--- src/rtl/uart_rx_pkg.sv ---
package uart_rx_pkg;

    typedef enum logic [2:0] {
        PAR_NONE   = 3'd0,
        PAR_ODD    = 3'd1,
        PAR_EVEN   = 3'd2,
        PAR_ZERO   = 3'd3,
        PAR_ONE    = 3'd4,
        PAR_IGNORE = 3'd5
    } parity_mode_e;

    typedef enum logic [1:0] {
        ST_HUNT = 2'd0,
        ST_SLOT = 2'd1,
        ST_HOLD = 2'd2
    } rx_state_e;

    localparam int DATA_MIN    = 5;
    localparam int PCT_DEFAULT = 50;

endpackage

--- src/rtl/uart_rx_line_sync.sv ---
module uart_rx_line_sync #(
    parameter int STAGES = 2
) (
    input  logic clk,
    input  logic rst_n,
    input  logic raw_i,
    input  logic invert_i,
    output logic level_o,
    output logic fall_o
);

    logic [STAGES-1:0] sync_d, sync_q;
    logic              prev_d, prev_q;

    // Inversion before the chain keeps the logical idle level at 1.
    always_comb begin
        sync_d = {sync_q[STAGES-2:0], raw_i ^ invert_i};
        prev_d = sync_q[STAGES-1];
    end

    always_ff @(posedge clk or negedge rst_n) begin
        if (!rst_n) begin
            sync_q <= '1;
            prev_q <= 1'b1;
        end else begin
            sync_q <= sync_d;
            prev_q <= prev_d;
        end
    end

    assign level_o = sync_q[STAGES-1];
    assign fall_o  = prev_q & ~sync_q[STAGES-1];

endmodule

--- src/rtl/uart_rx_sample_offset.sv ---
module uart_rx_sample_offset #(
    parameter int CPB_W = 16,
    parameter int PCT_W = 7
) (
    input  logic [CPB_W-1:0] cpb_i,
    input  logic [PCT_W-1:0] pct_i,
    output logic [CPB_W-1:0] cpb_m1_o,
    output logic [CPB_W-1:0] offset_o
);
    import uart_rx_pkg::*;

    localparam int PROD_W = CPB_W + PCT_W;

    logic [PCT_W-1:0]  pct_eff;
    logic [PROD_W-1:0] prod;
    logic [PROD_W-1:0] quot;

    always_comb begin
        if (pct_i >= PCT_W'(1) && pct_i <= PCT_W'(99)) begin
            pct_eff = pct_i;
        end else begin
            pct_eff = PCT_W'(PCT_DEFAULT);
        end
        cpb_m1_o = (cpb_i == '0) ? '0 : cpb_i - CPB_W'(1);
        prod     = PROD_W'(cpb_m1_o) * PROD_W'(pct_eff);
        quot     = prod / PROD_W'(100);
        offset_o = CPB_W'(quot);
    end

    always_comb begin
        AST_OFFSET_IN_BIT: assert (offset_o <= cpb_m1_o);
    end

endmodule

--- src/rtl/uart_rx_parity_check.sv ---
module uart_rx_parity_check #(
    parameter int DATA_W = 9
) (
    input  logic [DATA_W-1:0] data_i,
    input  logic              pbit_i,
    input  logic [2:0]        mode_i,
    output logic              ok_o
);
    import uart_rx_pkg::*;

    logic odd_total;

    always_comb begin
        odd_total = (^data_i) ^ pbit_i;
        case (mode_i)
            PAR_ODD:  ok_o = odd_total;
            PAR_EVEN: ok_o = ~odd_total;
            PAR_ZERO: ok_o = ~pbit_i;
            PAR_ONE:  ok_o = pbit_i;
            default:  ok_o = 1'b1;
        endcase
    end

endmodule

--- src/rtl/uart_frame_rx.sv ---
module uart_frame_rx #(
    parameter int CPB_W       = 16,
    parameter int DATA_MAX    = 9,
    parameter int PCT_W       = 7,
    parameter int SYNC_STAGES = 2
) (
    input  logic                clk,
    input  logic                rst_n,
    input  logic                line_i,
    input  logic [CPB_W-1:0]    clks_per_bit_i,
    input  logic [3:0]          data_bits_i,
    input  logic [2:0]          parity_mode_i,
    input  logic                stop_en_i,
    input  logic                msb_first_i,
    input  logic                invert_i,
    input  logic [PCT_W-1:0]    sample_pct_i,
    output logic [DATA_MAX-1:0] data_o,
    output logic                data_valid_o,
    output logic                frame_ok_o,
    output logic                frame_err_o,
    output logic                parity_err_o
);
    import uart_rx_pkg::*;

    localparam int SLOT_W = $clog2(DATA_MAX + 4);

    typedef struct packed {
        rx_state_e           st;
        logic [CPB_W-1:0]    cnt;
        logic [SLOT_W-1:0]   slot;
        logic [DATA_MAX-1:0] word;
        logic                par_bad;
        logic [DATA_MAX-1:0] data;
        logic                valid;
        logic                ok;
        logic                ferr;
        logic                perr;
    } rx_regs_t;

    rx_regs_t r_d, r_q;

    logic             level, fall;
    logic [CPB_W-1:0] cpb_m1, offset;
    logic             par_ok;
    logic [3:0]       eff_width;
    logic             par_en;
    logic [SLOT_W-1:0] data_last, par_slot, last_slot, pos;
    logic [DATA_MAX-1:0] word_upd;
    logic             finish, perr_now, stop_bad;

    uart_rx_line_sync #(.STAGES(SYNC_STAGES)) u_sync (
        .clk      (clk),
        .rst_n    (rst_n),
        .raw_i    (line_i),
        .invert_i (invert_i),
        .level_o  (level),
        .fall_o   (fall)
    );

    uart_rx_sample_offset #(.CPB_W(CPB_W), .PCT_W(PCT_W)) u_offset (
        .cpb_i    (clks_per_bit_i),
        .pct_i    (sample_pct_i),
        .cpb_m1_o (cpb_m1),
        .offset_o (offset)
    );

    // The word is complete in r_q by the time the parity slot is sampled.
    uart_rx_parity_check #(.DATA_W(DATA_MAX)) u_parity (
        .data_i (r_q.word),
        .pbit_i (level),
        .mode_i (parity_mode_i),
        .ok_o   (par_ok)
    );

    // Frame geometry derived from the configuration.
    always_comb begin
        if (data_bits_i < 4'(DATA_MIN)) begin
            eff_width = 4'(DATA_MIN);
        end else if (data_bits_i > 4'(DATA_MAX)) begin
            eff_width = 4'(DATA_MAX);
        end else begin
            eff_width = data_bits_i;
        end
        par_en    = (parity_mode_i >= 3'(PAR_ODD)) && (parity_mode_i <= 3'(PAR_IGNORE));
        data_last = SLOT_W'(eff_width);
        par_slot  = data_last + SLOT_W'(1);
        last_slot = data_last + SLOT_W'(par_en) + SLOT_W'(stop_en_i);
        if (msb_first_i) begin
            pos = data_last - r_q.slot;
        end else begin
            pos = r_q.slot - SLOT_W'(1);
        end
    end

    always_comb begin
        r_d       = r_q;
        r_d.valid = 1'b0;
        r_d.ferr  = 1'b0;
        r_d.perr  = 1'b0;
        word_upd  = r_q.word;
        finish    = 1'b0;
        perr_now  = r_q.par_bad;
        stop_bad  = 1'b0;

        unique case (r_q.st)
            ST_HUNT: begin
                if (fall) begin
                    r_d.st      = ST_SLOT;
                    r_d.cnt     = offset;
                    r_d.slot    = '0;
                    r_d.word    = '0;
                    r_d.par_bad = 1'b0;
                end
            end
            ST_SLOT: begin
                if (r_q.cnt == '0) begin
                    r_d.cnt = cpb_m1;
                    if (r_q.slot == '0) begin
                        if (level) begin
                            r_d.ferr = 1'b1;
                            r_d.st   = ST_HUNT;
                        end else begin
                            r_d.slot = SLOT_W'(1);
                        end
                    end else begin
                        if (r_q.slot <= data_last) begin
                            for (int i = 0; i < DATA_MAX; i++) begin
                                if (pos == SLOT_W'(i)) begin
                                    word_upd[i] = level;
                                end
                            end
                        end else if (par_en && (r_q.slot == par_slot)) begin
                            r_d.par_bad = ~par_ok;
                            perr_now    = ~par_ok;
                        end else begin
                            stop_bad = ~level;
                        end
                        r_d.word = word_upd;
                        if (r_q.slot == last_slot) begin
                            finish = 1'b1;
                        end else begin
                            r_d.slot = r_q.slot + SLOT_W'(1);
                        end
                    end
                end else begin
                    r_d.cnt = r_q.cnt - CPB_W'(1);
                end
            end
            ST_HOLD: begin
                if (r_q.cnt == '0) begin
                    r_d.st = ST_HUNT;
                end else begin
                    r_d.cnt = r_q.cnt - CPB_W'(1);
                end
            end
            default: begin
                r_d.st = ST_HUNT;
            end
        endcase

        if (finish) begin
            r_d.valid = 1'b1;
            r_d.data  = word_upd;
            r_d.perr  = perr_now;
            r_d.ferr  = stop_bad;
            r_d.ok    = ~(perr_now | stop_bad);
            r_d.st    = ST_HOLD;
            r_d.cnt   = cpb_m1 - offset;
        end
    end

    always_ff @(posedge clk or negedge rst_n) begin
        if (!rst_n) begin
            r_q <= '0;
        end else begin
            r_q <= r_d;
        end
    end

    assign data_o       = r_q.data;
    assign data_valid_o = r_q.valid;
    assign frame_ok_o   = r_q.ok;
    assign frame_err_o  = r_q.ferr;
    assign parity_err_o = r_q.perr;

    AST_VALID_ONE_CYCLE: assert property (@(posedge clk) disable iff (!rst_n)
        data_valid_o |=> !data_valid_o);

    AST_PERR_WITH_WORD: assert property (@(posedge clk) disable iff (!rst_n)
        parity_err_o |-> data_valid_o);

    AST_NO_PERR_WITHOUT_SLOT: assert property (@(posedge clk) disable iff (!rst_n)
        (data_valid_o && !par_en) |-> !parity_err_o);

    AST_WORD_WIDTH: assert property (@(posedge clk) disable iff (!rst_n)
        data_valid_o |-> ((data_o >> eff_width) == '0));

    AST_HOLD_NO_RESTART: assert property (@(posedge clk) disable iff (!rst_n)
        (r_q.st == ST_HOLD) |=> (r_q.st != ST_SLOT));

endmodule

--- config.mk ---
export PLATFORM = sky130hd
export DESIGN_NAME = uart_frame_rx
export DESIGN_NICKNAME = d
export VERILOG_FILES = /design/src/rtl/uart_rx_pkg.sv /design/src/rtl/uart_rx_line_sync.sv /design/src/rtl/uart_rx_sample_offset.sv /design/src/rtl/uart_rx_parity_check.sv /design/src/rtl/uart_frame_rx.sv
export SDC_FILE = /design/constraint.sdc
export NUM_CORES = 1
export LEC_CHECK = 0
export BUFFER_PORTS_ARGS = -buffer_cell sky130_fd_sc_hd__buf_2
export CAP_MARGIN = 10
export CORE_MARGIN = 2
export CORE_UTILIZATION = 55
export DETAILED_ROUTE_END_ITERATION = 16
export HOLD_SLACK_MARGIN = 0.05
export PLACE_DENSITY = 0.71
export SETUP_SLACK_MARGIN = 0.2
export SLEW_MARGIN = 30
export SYNTH_ARGS = -nofsm -noshare
export SYNTH_HDL_FRONTEND = slang
export SYNTH_HIERARCHICAL = 1
export SYNTH_SLANG_ARGS = --single-unit
export TNS_END_PERCENT = 20
--- constraint.sdc ---
create_clock -name clk -period 5.52 [get_ports clk]
set_clock_uncertainty 0.2 [all_clocks]
set_input_delay 0.276 -clock clk [delete_from_list [all_inputs] [get_ports clk]]
set_output_delay 0.276 -clock clk [all_outputs]
set_load 0.005 [all_outputs]
==> metrics.cfg <==
[run_status]
outcome=complete, but fails checks
failed_checks=negative setup slack

[clocking]
clk_path_buf_depth=2
clkSinkCount=48
clock_latency_ps=310
root_buffer=clkbuf_16
clk_pin_slew_worst_paths_ps=70
h-tree-depth=2
cts_tree=yes
numCtsBuffers=5

[drt]
route.detailed.drc=0
viasPerCell=6.36
drtPass1Iterations=6
vias=15800
routed_wl_mm=48.4
drt_iter0_drc=1464
wl_per_cell_um=19.5
ant_nets=0

[die]
die_h_um=154
die_w_um=154
initial_core_util_pct=55.4
die-area_um2=23800
row_count=55
coreArea_um2=22400
ios=49

[synthesis]
synth_cell_types=126
async_reset_ff_share_pct=100
synth_compound_area_share_pct=30.4
syn_area_um2=12400
synth_ff_type=dfrtp_1
muxShareOfSynthArea_pct=2.47
synth-simple-area-share_pct=25.1
netlist_instances=1648
avgSynthCellArea_um2=7.55
yosysSeqAreaShare_pct=9.69
synth_edf_count=0
syn-num-nets=1827
synthXorXnorAreaFrac_pct=6.46
yosys_warnings=6
synth_area_leaders=fa_1 (12%), dfrtp_1 (9.1%), ha_1 (7.1%)
synth_top_area_share_pct=11.6
synth_top_family_by_area=compound AO/OA/AOI/OAI gates
synth_fa_ha_area_share_pct=18.8
synth_largest_area_cell=fa_1
synth-seq-cells=48

[sta]
timing.fmax_mhz=61.6
worst_slack_ps=-10700
fin_crit_sh_pct=294
rsz0062_at_grt=true
relSlewSlack_pct=43.6
slew_violations=0
worstMarginPinSlew_ps=841
whs_ps=163
fin_crit_ps=16220
finalSetupViolations=16
hold_viol=0

[global_route]
antenna_found_initial=0
grt_pass1_vias=15100
grt-ovfl-total=0
grtUsageTotal_pct=36.4
grt_pass1_wl_mm=72.3
grt_max_degree=49

[layout]
final_util_pct=85.1
antenna_cells=0
area_growth_pct=53.5
drive_gt1_share_pct=43.8
nNetsFinal=2373

[critical_path]
worstPathMaxFanout=6
startpoint=clks_per_bit_i[5]
crit_end=r_q[36]
rr_worst_depth=10
cp.required_ps=5460
crit_path_top_delay_cell=or4_4
path_class=in2reg
max_stage_delay_ps=580
reg2reg_slack_ps=1950
cp_data_arrival_time_ps=16160
cp_common_cell=buf_4
cp-start-kind=input port
rr_endpoint=r_q[43]
end_kind=register
reg2reg_from=r_q[24]

[place]
routabilityCongestion=0.969
io_buffers=48
dp_hpwl_mm=33.5

[job]
drv_cap=0

[min_path]
hold_depth=0
hold_class=reg2reg

==> per-layer routing <==
metal / vias to the layer above / part of all wire [%] / global-route usage (%)
met5: - / 0 / 0
met4: 0 / 5.4 / 15.3
met3: 249 / 7.3 / 4.62
met2: 910 / 49 / 63.7
met1: 7455 / 39 / 45.4
li1: 7154 / - / -
==> cell type report <==
cell class,instances,area [µm²]
repair buffers,612,4600
clock inverters,3,68.8
inverters,127,477
fillers,1256,3340
well taps,285,357
multi-input cells,1400,12300
clock buffers,5,125
flip-flops and latches,48,1200
==> worst min-delay path by stage <==
stage | to | startpoint | slack (ps)
detailed placement | u_sync/sync_q[1] | u_sync/sync_q[0] | 150
global placement | u_sync/sync_q[1] | u_sync/sync_q[0] | 150
floorplan | data_o[0] | rst_n | -220
CTS | u_sync/sync_q[1] | u_sync/sync_q[0] | 160
global route | u_sync/sync_q[1] | u_sync/sync_q[0] | 160
finish | u_sync/sync_q[1] | u_sync/sync_q[0] | 160
==> cells in the mapped netlist (all sizes together), types with 13 or more instances <==
library cell and number:
nand3 50, or2 22, ha 71, o21bai 13
o21ai 99, a211oi 21, o22ai 13, a21o 14
fa 72, a21oi 81, nor2 206, nand2b 18
xnor2 46, nand4 14, inv 126, o31ai 15
and2 16, buf 41, xor2 38, mux2i 21
nor3 68, and3 15, a31oi 30, dfrtp 45
o211ai 50, nand2 148, clkbuf 33, nor4 20
==> stage by stage <==
stage          area [µm²]  setup TNS (ps)  cells  setup slack [ps]
2_1_floorplan       13100         -147850   1648             -9470
3_3_place_gp        16800         -163670   2380            -10430
3_5_place_dp        16800         -168710   2380            -10850
4_1_cts             17800         -155710   2426             -9950
5_1_grt             19100         -174300   2480            -11130
6_report            19100         -166550   2480            -10700
==> worst max-delay path, delay by kind of cell <==
family | cells | cell delay (ps)
AOI/OAI and AO/OA | 26 | 5840
xor gates and xnor gates | 3 | 630
adders and majority gates | 7 | 2730
buffers and inverters | 15 | 2300
muxes | 1 | 310
and+or+nand+nor | 18 | 4050
==> logic make-up after synthesis <==
logic type | count (synthesis)
AO/OA/AOI/OAI | 504
XOR/XNOR | 85
adder cells (fa/ha/maj) | 144
buffers and inverters | 201
flip-flops | 48
multiplexers | 29
AND/OR/NAND/NOR | 637
==> flip-flops by register name, summed over array words and instances, names as in the netlist <==
| name | count |
|---|---|
| u_sync/sync_q | 2 |
| r_q | 32 |
| data_valid_o | 1 |
| frame_err_o | 1 |
| parity_err_o | 1 |
| frame_ok_o | 1 |
| u_sync/prev_q | 1 |
| data_o | 9 |
==> cells in the final DEF, fill, tap and decap left out, types with 14 or more instances in the layout <==
| cell type | n |
|---|---|
| xnor2_1 | 36 |
| buf_4 | 538 |
| nor2_2 | 23 |
| a31oi_1 | 24 |
| o21ai_1 | 25 |
| dfrtp_1 | 45 |
| o211ai_1 | 48 |
| o21ai_2 | 21 |
| nand4_1 | 14 |
| nand2b_1 | 16 |
| or2_2 | 14 |
| nor3_1 | 45 |
| mux2i_1 | 17 |
| buf_6 | 17 |
| nor2_1 | 179 |
| inv_1 | 114 |
| xor2_1 | 34 |
| o21ai_0 | 50 |
| a21o_1 | 14 |
| buf_2 | 49 |
| nand2_1 | 128 |
| ha_1 | 63 |
| fa_1 | 69 |
| nand3_1 | 34 |
| a21oi_1 | 65 |
==> timing repair <==
action	4_1_cts	5_1_grt
resized for setup	98	172
pin swaps	73	132
hold buffers	3	0
setup buffers	34	53
hold endpoints to repair	46	0
cloned	1	1
setup endpoints to repair	16	16
Power is not shown: default switching activity piles up to over one toggle a cycle in this logic, so the estimate is an artifact.
